`config.mk`:
```
export PLATFORM = sky130hd
export DESIGN_NAME = uart_char_tx
export DESIGN_NICKNAME = d
export VERILOG_FILES = /design/src/rtl/uart_char_tx_pkg.sv /design/src/rtl/uart_char_tx_framer.sv /design/src/rtl/uart_char_tx_shifter.sv /design/src/rtl/uart_char_tx.sv
export SDC_FILE = /design/constraint.sdc
export NUM_CORES = 1
export LEC_CHECK = 0
export BUFFER_PORTS_ARGS = -buffer_cell sky130_fd_sc_hd__buf_2
export CAP_MARGIN = 5
export CORE_ASPECT_RATIO = 0.9
export CORE_MARGIN = 1
export CORE_UTILIZATION = 30
export DETAILED_ROUTE_END_ITERATION = 8
export PLACE_DENSITY = 0.56
export SLEW_MARGIN = 20
export SYNTH_ARGS = -nofsm -noshare
export SYNTH_HDL_FRONTEND = slang
export SYNTH_SLANG_ARGS = --single-unit
```
`constraint.sdc`:
```
create_clock -name clk -period 3.6 [get_ports clk]
set_input_delay 0.54 -clock clk [delete_from_list [all_inputs] [get_ports clk]]
set_output_delay 0.54 -clock clk [all_outputs]
set_load 0.01 [all_outputs]
```
`src/rtl/uart_char_tx_pkg.sv`:
```
package uart_char_tx_pkg;
    localparam int DATA_W   = 8;
    localparam int MIN_DATA = 5;
    localparam int STOP_MAX = 2;
    localparam int FRAME_W  = 1 + DATA_W + 1 + 1 + STOP_MAX;
    localparam int CNT_W    = $clog2(FRAME_W + 1);
    localparam int LEN_W    = $clog2(DATA_W - MIN_DATA + 1);

    typedef struct packed {
        logic [LEN_W-1:0] len_code;
        logic             addr_en;
        logic             par_en;
        logic             par_odd;
        logic             two_stop;
    } tx_cfg_t;
endpackage

```
`src/rtl/uart_char_tx_framer.sv`:
```
module uart_char_tx_framer
    import uart_char_tx_pkg::*;
(
    input  logic [DATA_W-1:0]  data_i,
    input  logic               addr_i,
    input  tx_cfg_t            cfg_i,
    output logic [FRAME_W-1:0] frame_o,
    output logic [CNT_W-1:0]   count_o
);
    logic [DATA_W-1:0] masked;
    logic              par_bit;

    always_comb begin
        int nbits;
        nbits = MIN_DATA + int'(cfg_i.len_code);
        for (int i = 0; i < DATA_W; i++) begin
            masked[i] = (i < nbits) ? data_i[i] : 1'b0;
        end
        par_bit = (^masked) ^ (cfg_i.addr_en & addr_i) ^ cfg_i.par_odd;
    end

    always_comb begin
        int pos;
        frame_o    = '1;
        frame_o[0] = 1'b0;
        pos        = 1;
        for (int i = 0; i < DATA_W; i++) begin
            if (i < MIN_DATA + int'(cfg_i.len_code)) begin
                frame_o[pos] = data_i[i];
                pos          = pos + 1;
            end
        end
        if (cfg_i.addr_en) begin
            frame_o[pos] = addr_i;
            pos          = pos + 1;
        end
        if (cfg_i.par_en) begin
            frame_o[pos] = par_bit;
            pos          = pos + 1;
        end
        pos     = pos + 1 + (cfg_i.two_stop ? 1 : 0);
        count_o = CNT_W'(pos);
    end
endmodule

```
`src/rtl/uart_char_tx_shifter.sv`:
```
module uart_char_tx_shifter
    import uart_char_tx_pkg::*;
(
    input  logic               clk,
    input  logic               rst_n,
    input  logic               bit_tick,
    input  logic               load,
    input  logic [FRAME_W-1:0] load_frame,
    input  logic [CNT_W-1:0]   load_count,
    output logic               line,
    output logic               busy
);
    typedef struct packed {
        logic               active;
        logic               tx;
        logic [FRAME_W-1:0] frame;
        logic [CNT_W-1:0]   left;
    } shift_state_t;

    shift_state_t s_d, s_q;

    always_comb begin
        s_d = s_q;
        if (!s_q.active) begin
            s_d.tx = 1'b1;
            if (load) begin
                s_d.active = 1'b1;
                s_d.frame  = load_frame;
                s_d.left   = load_count;
            end
        end else if (bit_tick) begin
            if (s_q.left != '0) begin
                s_d.tx    = s_q.frame[0];
                s_d.frame = {1'b1, s_q.frame[FRAME_W-1:1]};
                s_d.left  = s_q.left - 1'b1;
            end else begin
                s_d.active = 1'b0;
                s_d.tx     = 1'b1;
            end
        end
    end

    always_ff @(posedge clk) begin
        if (!rst_n) begin
            s_q.active <= 1'b0;
            s_q.tx     <= 1'b1;
            s_q.frame  <= '1;
            s_q.left   <= '0;
        end else begin
            s_q <= s_d;
        end
    end

    assign line = s_q.tx;
    assign busy = s_q.active;


    idle_high_chk: assert property (@(posedge clk) disable iff (!rst_n)
        !s_q.active |-> s_q.tx);


    accept_busy_chk: assert property (@(posedge clk) disable iff (!rst_n)
        (load && !s_q.active) |=> s_q.active);


    tx_hold_chk: assert property (@(posedge clk) disable iff (!rst_n)
        (s_q.active && !bit_tick) |=> $stable(s_q.tx));


    frame_hold_chk: assert property (@(posedge clk) disable iff (!rst_n)
        (s_q.active && !bit_tick) |=> ($stable(s_q.frame) && $stable(s_q.left)));


    done_on_tick_chk: assert property (@(posedge clk) disable iff (!rst_n)
        (s_q.active && !bit_tick) |=> s_q.active);
endmodule

```
`src/rtl/uart_char_tx.sv`:
```
module uart_char_tx
    import uart_char_tx_pkg::*;
(
    input  logic              clk,
    input  logic              rst_n,
    input  logic              bit_tick,
    input  logic [LEN_W-1:0]  cfg_len,
    input  logic              cfg_addr_en,
    input  logic              cfg_par_en,
    input  logic              cfg_par_odd,
    input  logic              cfg_two_stop,
    input  logic              in_valid,
    output logic              in_ready,
    input  logic [DATA_W-1:0] in_data,
    input  logic              in_addr,
    output logic              tx_line,
    output logic              tx_busy
);
    tx_cfg_t            cfg;
    logic [FRAME_W-1:0] frame;
    logic [CNT_W-1:0]   count;
    logic               accept;

    always_comb begin
        cfg.len_code = cfg_len;
        cfg.addr_en  = cfg_addr_en;
        cfg.par_en   = cfg_par_en;
        cfg.par_odd  = cfg_par_odd;
        cfg.two_stop = cfg_two_stop;
    end

    assign in_ready = !tx_busy;
    assign accept   = in_valid && in_ready;

    uart_char_tx_framer u_framer (
        .data_i  (in_data),
        .addr_i  (in_addr),
        .cfg_i   (cfg),
        .frame_o (frame),
        .count_o (count)
    );

    uart_char_tx_shifter u_shifter (
        .clk        (clk),
        .rst_n      (rst_n),
        .bit_tick   (bit_tick),
        .load       (accept),
        .load_frame (frame),
        .load_count (count),
        .line       (tx_line),
        .busy       (tx_busy)
    );
endmodule

```
==> impl_metrics.csv, run 1 <==
group,metric,value,unit
layout,nets,311,
global_routing,grt_max_degree,25,
global_routing,first_global_vias,1743,
global_routing,antenna_found_initial,0,
clocking,clockRootBuffer,"clkbuf_8",
timing,hold_viol,0,
logic_synthesis,yosys.area.top_type,"dfxtp_1",
place,dp_hpwl,4.01,mm
run_status,status,"completed",
global_routing,gr-total-overflow,0,
detailed_routing,wirelength,5.30,mm
clocking,post_cts_buffers,0,
timing,finalSetupViolations,0,
power_and_ir_drop,p_leak,0.876,nW
place,placed_area,2100,µm²
setup_path,endpoint_kind,"flop",
layout,fin_area,2150,µm²
logic_synthesis,synthCells,265,
layout,syn_to_final_growth,10.1,%
die,dieArea,6830,µm²
logic_synthesis,synth-seq-cells,19,
timing,holdWs,0.491,ns
die,die_h,78.5,µm
die,coreArea,6220,µm²
setup_path,worst-path-max-fanout,6,
global_routing,grt_pass1_wl,8.77,mm
logic_synthesis,netlist_top_cells_area,"dfxtp_1 19%, ha_1 10%, nand2_1 6.7%, o21ai_0 5.4%, xnor2_1 4.9%",
job,max_cap_viol_count,0,
timing,worst_pin_slew,0.662,ns
setup_path,cp_slowest_cell,"o311ai_4",
logic_synthesis,syn_nets,300,
setup_path,cp.required,3.75,ns
logic_synthesis,netlist_area,1950,µm²
clocking,cts_made_buffers,3,
min_path,min_path_type,"reg -> reg",
timing,period_share,0.773,
timing,max_freq,360,MHz
logic_synthesis,synth-warning-count,0,
timing,period_minus_slack,2.78,ns
detailed_routing,wire_per_inst,14.6,µm
detailed_routing,dr.pass1.iters,4,
detailed_routing,via_per_inst,5.38,
timing,skew,0.00686,ns
clocking,numClockSinks,19,
timing,slew_viol_final,0,
timing,relSlewSlack,0.558,
timing,setup_tns,0,ns
logic_synthesis,synth_commonest_cells,"35 x nand2_1, 21 x o21ai_0, 19 x dfxtp_1, 19 x nor2_1, 16 x ha_1",
logic_synthesis,synth.most_common_cell,"nand2_1",
die,start_util,0.314,
layout,diodes,0,
die,die_w,87.0,µm
logic_synthesis,synth_ff_type,"dfxtp_1",
detailed_routing,detail-route-antenna-nets,0,
setup_path,criticalPathCategory,"in -> reg",
logic_synthesis,synth_enable_flop_cells,0,
layout,layout-drive-gt1-share,0.113,
setup_path,critPathLaunchType,"input pin",
timing,final.setup.worst_slack,0.819,ns
clocking,cts-hold-fix-buffers,0,
logic_synthesis,synth_cell_types,50,
setup_path,path_common_cell,"ha_1",
logic_synthesis,ys_async_sr_fraction,0,
clocking,clock_latency,0.26,ns
setup_path,max_stage_delay,0.40,ns
detailed_routing,drt_iter0_drc,188,
die,io_pins,22,
logic_synthesis,ys_seq_area_frac,0.195,
clocking,cts_max_path_buffers,2,
detailed_routing,route.detailed.drc,0,
setup_path,path_cells,"buf_2, inv_1, ha_1, and2b_1, o311ai_4, ha_1, nand2_1, xor2_1, a2111oi_2, xnor2_1, o21ai_1",
detailed_routing,via_count,1946,
place,place.gp.congestion,0.853,
clocking,cts_tree,"yes",
logic_synthesis,synth.avg_cell_area,7.37,µm²
setup_path,cp.arrival,2.93,ns
timing,rsz0062_at_grt,"no",
clocking,htreeDepth,1,
power_and_ir_drop,cellPowerDensity,320,nW/µm²
place,port_buffers,21,
power_and_ir_drop,ir_drop,0.000160,V
logic_synthesis,synth_top_area_frac,0.195,
global_routing,grt_usage,0.160,
clocking,clk_pin_slew,0.07,ns
die,num_rows,27,
place,dp_slack,0.578,ns
clocking,cts_resized,0,
layout,fillers,702,
-- logic make-up (layout without fill, tap and decap cells) --
family                     count (synthesis)  count (layout)  share of synthesized area
AOI/OAI and AO/OA                         79              79                      0.283
xor gates and xnor gates                  14              14                     0.0699
adders and majority gates                 16              16                      0.103
buffers and inverters                     29              39                     0.0647
DFF                                       19              19                      0.195
muxes                                      7               7                     0.0359
and+or+nand+nor                          101             101                      0.249
-- sequential cells by signal (all words and copies together) (netlist names) --
name            count
u_shifter.busy      1
u_shifter.s_q      17
u_shifter.line      1
-- critical path, delay by kind of cell --
family                   cells  cell delay [ns]
AO/OA/AOI/OAI                3             0.79
adder cells (fa/ha/maj)      2             0.53
AND/OR/NAND/NOR              2             0.42
XOR/XNOR                     2             0.38
buffers and inverters        2             0.26
-- layout by cell type, fill, tap and decap left out, drive strengths merged, types with 2 or more instances in the layout --
master and n:
nand3 15, xor2 2, nand4 7, o211a 4
a22oi 4, ha 16, o211ai 5, nand2b 5
o21ai 23, a31oi 7, and2 2, o221ai 3
nor2 20, o311ai 2, nor3 2, dfxtp 19
nor2b 6, buf 24, a311oi 2, nand3b 2
a21oi 12, nor3b 2, clkbuf 3, mux2i 7
a41oi 2, nand2 35, xnor2 11, a211oi 3
a21boi 2, inv 11, a32oi 2
-- metal layers --
metal / vias up / global-route usage / share of wire
met5: - / 0 / 0
met4: 0 / 0.0167 / 0.0047
met3: 4 / 0.0263 / 0.036
met2: 47 / 0.251 / 0.45
met1: 909 / 0.234 / 0.51
li1: 986 / - / -
-- power by group --
part | internal, mW | total (mW) | switching [mW]
clock | 0.0770 | 0.152 | 0.0755
sequential | 0.233 | 0.253 | 0.0199
combinational | 0.109 | 0.283 | 0.173
total | 0.420 | 0.688 | 0.269
-- final cells by class --
type	instances	area [µm²]	area share
multi-input cells	217	1450	0.672
flip-flops and latches	19	380	0.177
repair buffers	24	128	0.0594
well taps	87	109	0.0506
clock buffers	3	41.3	0.0192
inverters	11	41.3	0.0192
clock inverters	1	5.00	0.00233
-- stage by stage --
step                       util  instances  power, mW
after global routing      0.346        362      0.744
after detailed placement  0.338        358      0.540
after floorplan               -        265      0.470
after CTS                 0.346        362      0.693
final                     0.346        362      0.688
after global placement    0.338        358      0.538
-- path summary, 6_finish.rpt --
check	startpoint	depth (start not counted)	endpoint	slack, ns
hold reg to reg	u_shifter.s_q[2]	2	u_shifter.s_q[2]	0.49
hold / removal	u_shifter.s_q[2]	2	u_shifter.s_q[2]	0.49
setup / recovery	cfg_len[0]	11	u_shifter.s_q[3]	0.82
setup reg to reg	u_shifter.busy	7	u_shifter.s_q[5]	1.51
No activity file was read; power rests on OpenSTA's default activity.
==> run 2, diff against run 1 <==
Clock period 3.6 ns to 2.6 ns, I/O delays scaled along.
==> run 2 against run 1 <==
Register-to-register slack got worse by 1.0 ns. Power rose by 44%. Count of clock-buffer cells in the layout did not move. Clock skew fell by 0.0023 ns. Die area did not move. Critical path type unchanged. Design area rose by 7.3%. Global-route usage rose by 0.96 points.
==> impl_metrics.csv, run 2 (synthesized netlist as in run 1, its figures left out) <==
group,metric,value,unit
run_status,status,"completed",
die,die_w,87.0,µm
detailed_routing,route.detailed.drc,0,
detailed_routing,wire_per_inst,13.9,µm
place,dp_slack,-0.0832,ns
global_routing,first_global_vias,1902,
detailed_routing,via_count,2011,
power_and_ir_drop,p_leak,0.980,nW
clocking,htreeDepth,1,
clocking,cts_tree,"yes",
setup_path,path_delay_family,"compound AO/OA/AOI/OAI gates",
global_routing,grt_pass1_wl,9.13,mm
layout,diodes,0,
clocking,post_cts_buffers,0,
timing,hold_viol,0,
place,place.gp.congestion,0.890,
timing,max_freq,418,MHz
layout,nets,332,
layout,mostFrequentLayoutCell,"nand2_1",
detailed_routing,dr.pass1.iters,4,
layout,largest_reg_flops,17,
die,io_pins,22,
global_routing,grt_max_degree,23,
clocking,cts-hold-fix-buffers,0,
place,dp_hpwl,4.12,mm
timing,skew,0.00458,ns
global_routing,gr-total-overflow,0,
setup_path,cp.required,2.76,ns
clocking,clockRootBuffer,"clkbuf_8",
clocking,cts_made_buffers,3,
die,num_rows,27,
timing,holdWs,0.497,ns
setup_path,endpoint_kind,"flop",
setup_path,worst-path-max-fanout,5,
detailed_routing,wirelength,5.33,mm
clocking,clock_latency,0.26,ns
layout,final_cell_mix,"35 x nand2_1, 24 x buf_4, 21 x o21ai_0, 21 x buf_2",
power_and_ir_drop,finalPower,993,µW
setup_path,criticalPathCategory,"in -> reg",
timing,final.setup.worst_slack,0.207,ns
setup_path,critPathLaunchType,"input pin",
layout,syn_to_final_growth,18.2,%
place,placed_area,2260,µm²
place,port_buffers,21,
clocking,cts_resized,0,
setup_path,cp_slowest_cell,"o311ai_4",
detailed_routing,via_per_inst,5.25,
setup_path,path_buf_inv,3,
clocking,clk_pin_slew,0.07,ns
power_and_ir_drop,cellPowerDensity,431,nW/µm²
global_routing,grt_usage,0.170,
job,max_cap_viol_count,0,
detailed_routing,drt_iter0_drc,127,
clocking,cts_max_path_buffers,2,
setup_path,cp.arrival,2.55,ns
global_routing,antenna_found_initial,0,
setup_path,max_stage_delay,0.38,ns
setup_path,path_common_cell,"ha_1",
clocking,numClockSinks,19,
layout,layout-drive-gt1-share,0.176,
timing,rsz0062_at_grt,"no",
setup_path,path_cells,"buf_2, inv_1, ha_1, and2b_1, o311ai_4, inv_1, ha_1, a21oi_1, ha_1, a21oi_1, nand2_1, o211a_1",
timing,period_share,0.920,
min_path,min_path_type,"reg -> reg",
layout,largest_register,"u_shifter.s_q",
timing,slew_viol_final,0,
detailed_routing,detail-route-antenna-nets,0,
timing,period_minus_slack,2.39,ns
timing,relSlewSlack,0.675,
die,dieArea,6830,µm²
timing,setup_tns,0,ns
timing,finalSetupViolations,0,
layout,fin_area,2310,µm²
die,die_h,78.5,µm
timing,worst_pin_slew,0.484,ns
power_and_ir_drop,ir_drop,0.000144,V
die,coreArea,6220,µm²
die,start_util,0.314,
layout,fillers,703,
-- run 2: cell count changes in the layout (fill, tap and decap cells not counted), sizes merged --
cell	delta
buf	+21
-- run 2: stage by stage --
stage | utilization | instances
finish | 0.371 | 383
global route | 0.371 | 383
CTS | 0.371 | 383
detailed placement | 0.364 | 379
global placement | 0.364 | 379
floorplan | - | 265
-- run 2: area by class of cell --
cell class | instances | area [µm²] | share of cell area
clock inverter | 1 | 5.00 | 0.00217
tap | 87 | 109 | 0.0472
sequential | 19 | 380 | 0.165
clock buffer | 3 | 41.3 | 0.0179
multi-input combinational | 217 | 1450 | 0.626
timing repair buffer | 45 | 285 | 0.124
inverter | 11 | 41.3 | 0.0179
-- run 2: worst min-delay path, stage by stage, from the launching register on --
cell and delay [ns]:
dfxtp_1 0.33, nand3_1 0.06, o21ai_0 0.06
-- run 2: final timing paths --
path                         start               end  slack [ns]  cells after the start
setup / recovery        cfg_len[0]  u_shifter.s_q[1]        0.21                     12
hold / removal    u_shifter.s_q[2]  u_shifter.s_q[2]        0.50                      2
hold reg to reg   u_shifter.s_q[2]  u_shifter.s_q[2]        0.50                      2
setup reg to reg  u_shifter.s_q[0]  u_shifter.s_q[6]        0.48                      7
-- run 2: layer usage --
metal / GRT usage / up-vias / part of all wire
met1: 0.237 / 939 / 0.49
li1: - / 1019 / -
met2: 0.275 / 49 / 0.45
met3: 0.0358 / 4 / 0.053
met4: 0.0183 / 0 / 0.0043
met5: 0 / - / 0
-- run 2: where the power goes --
part	internal, mW	switching [mW]
Clock	0.107	0.106
Combinational	0.187	0.250
Sequential	0.323	0.0206
Total	0.617	0.376
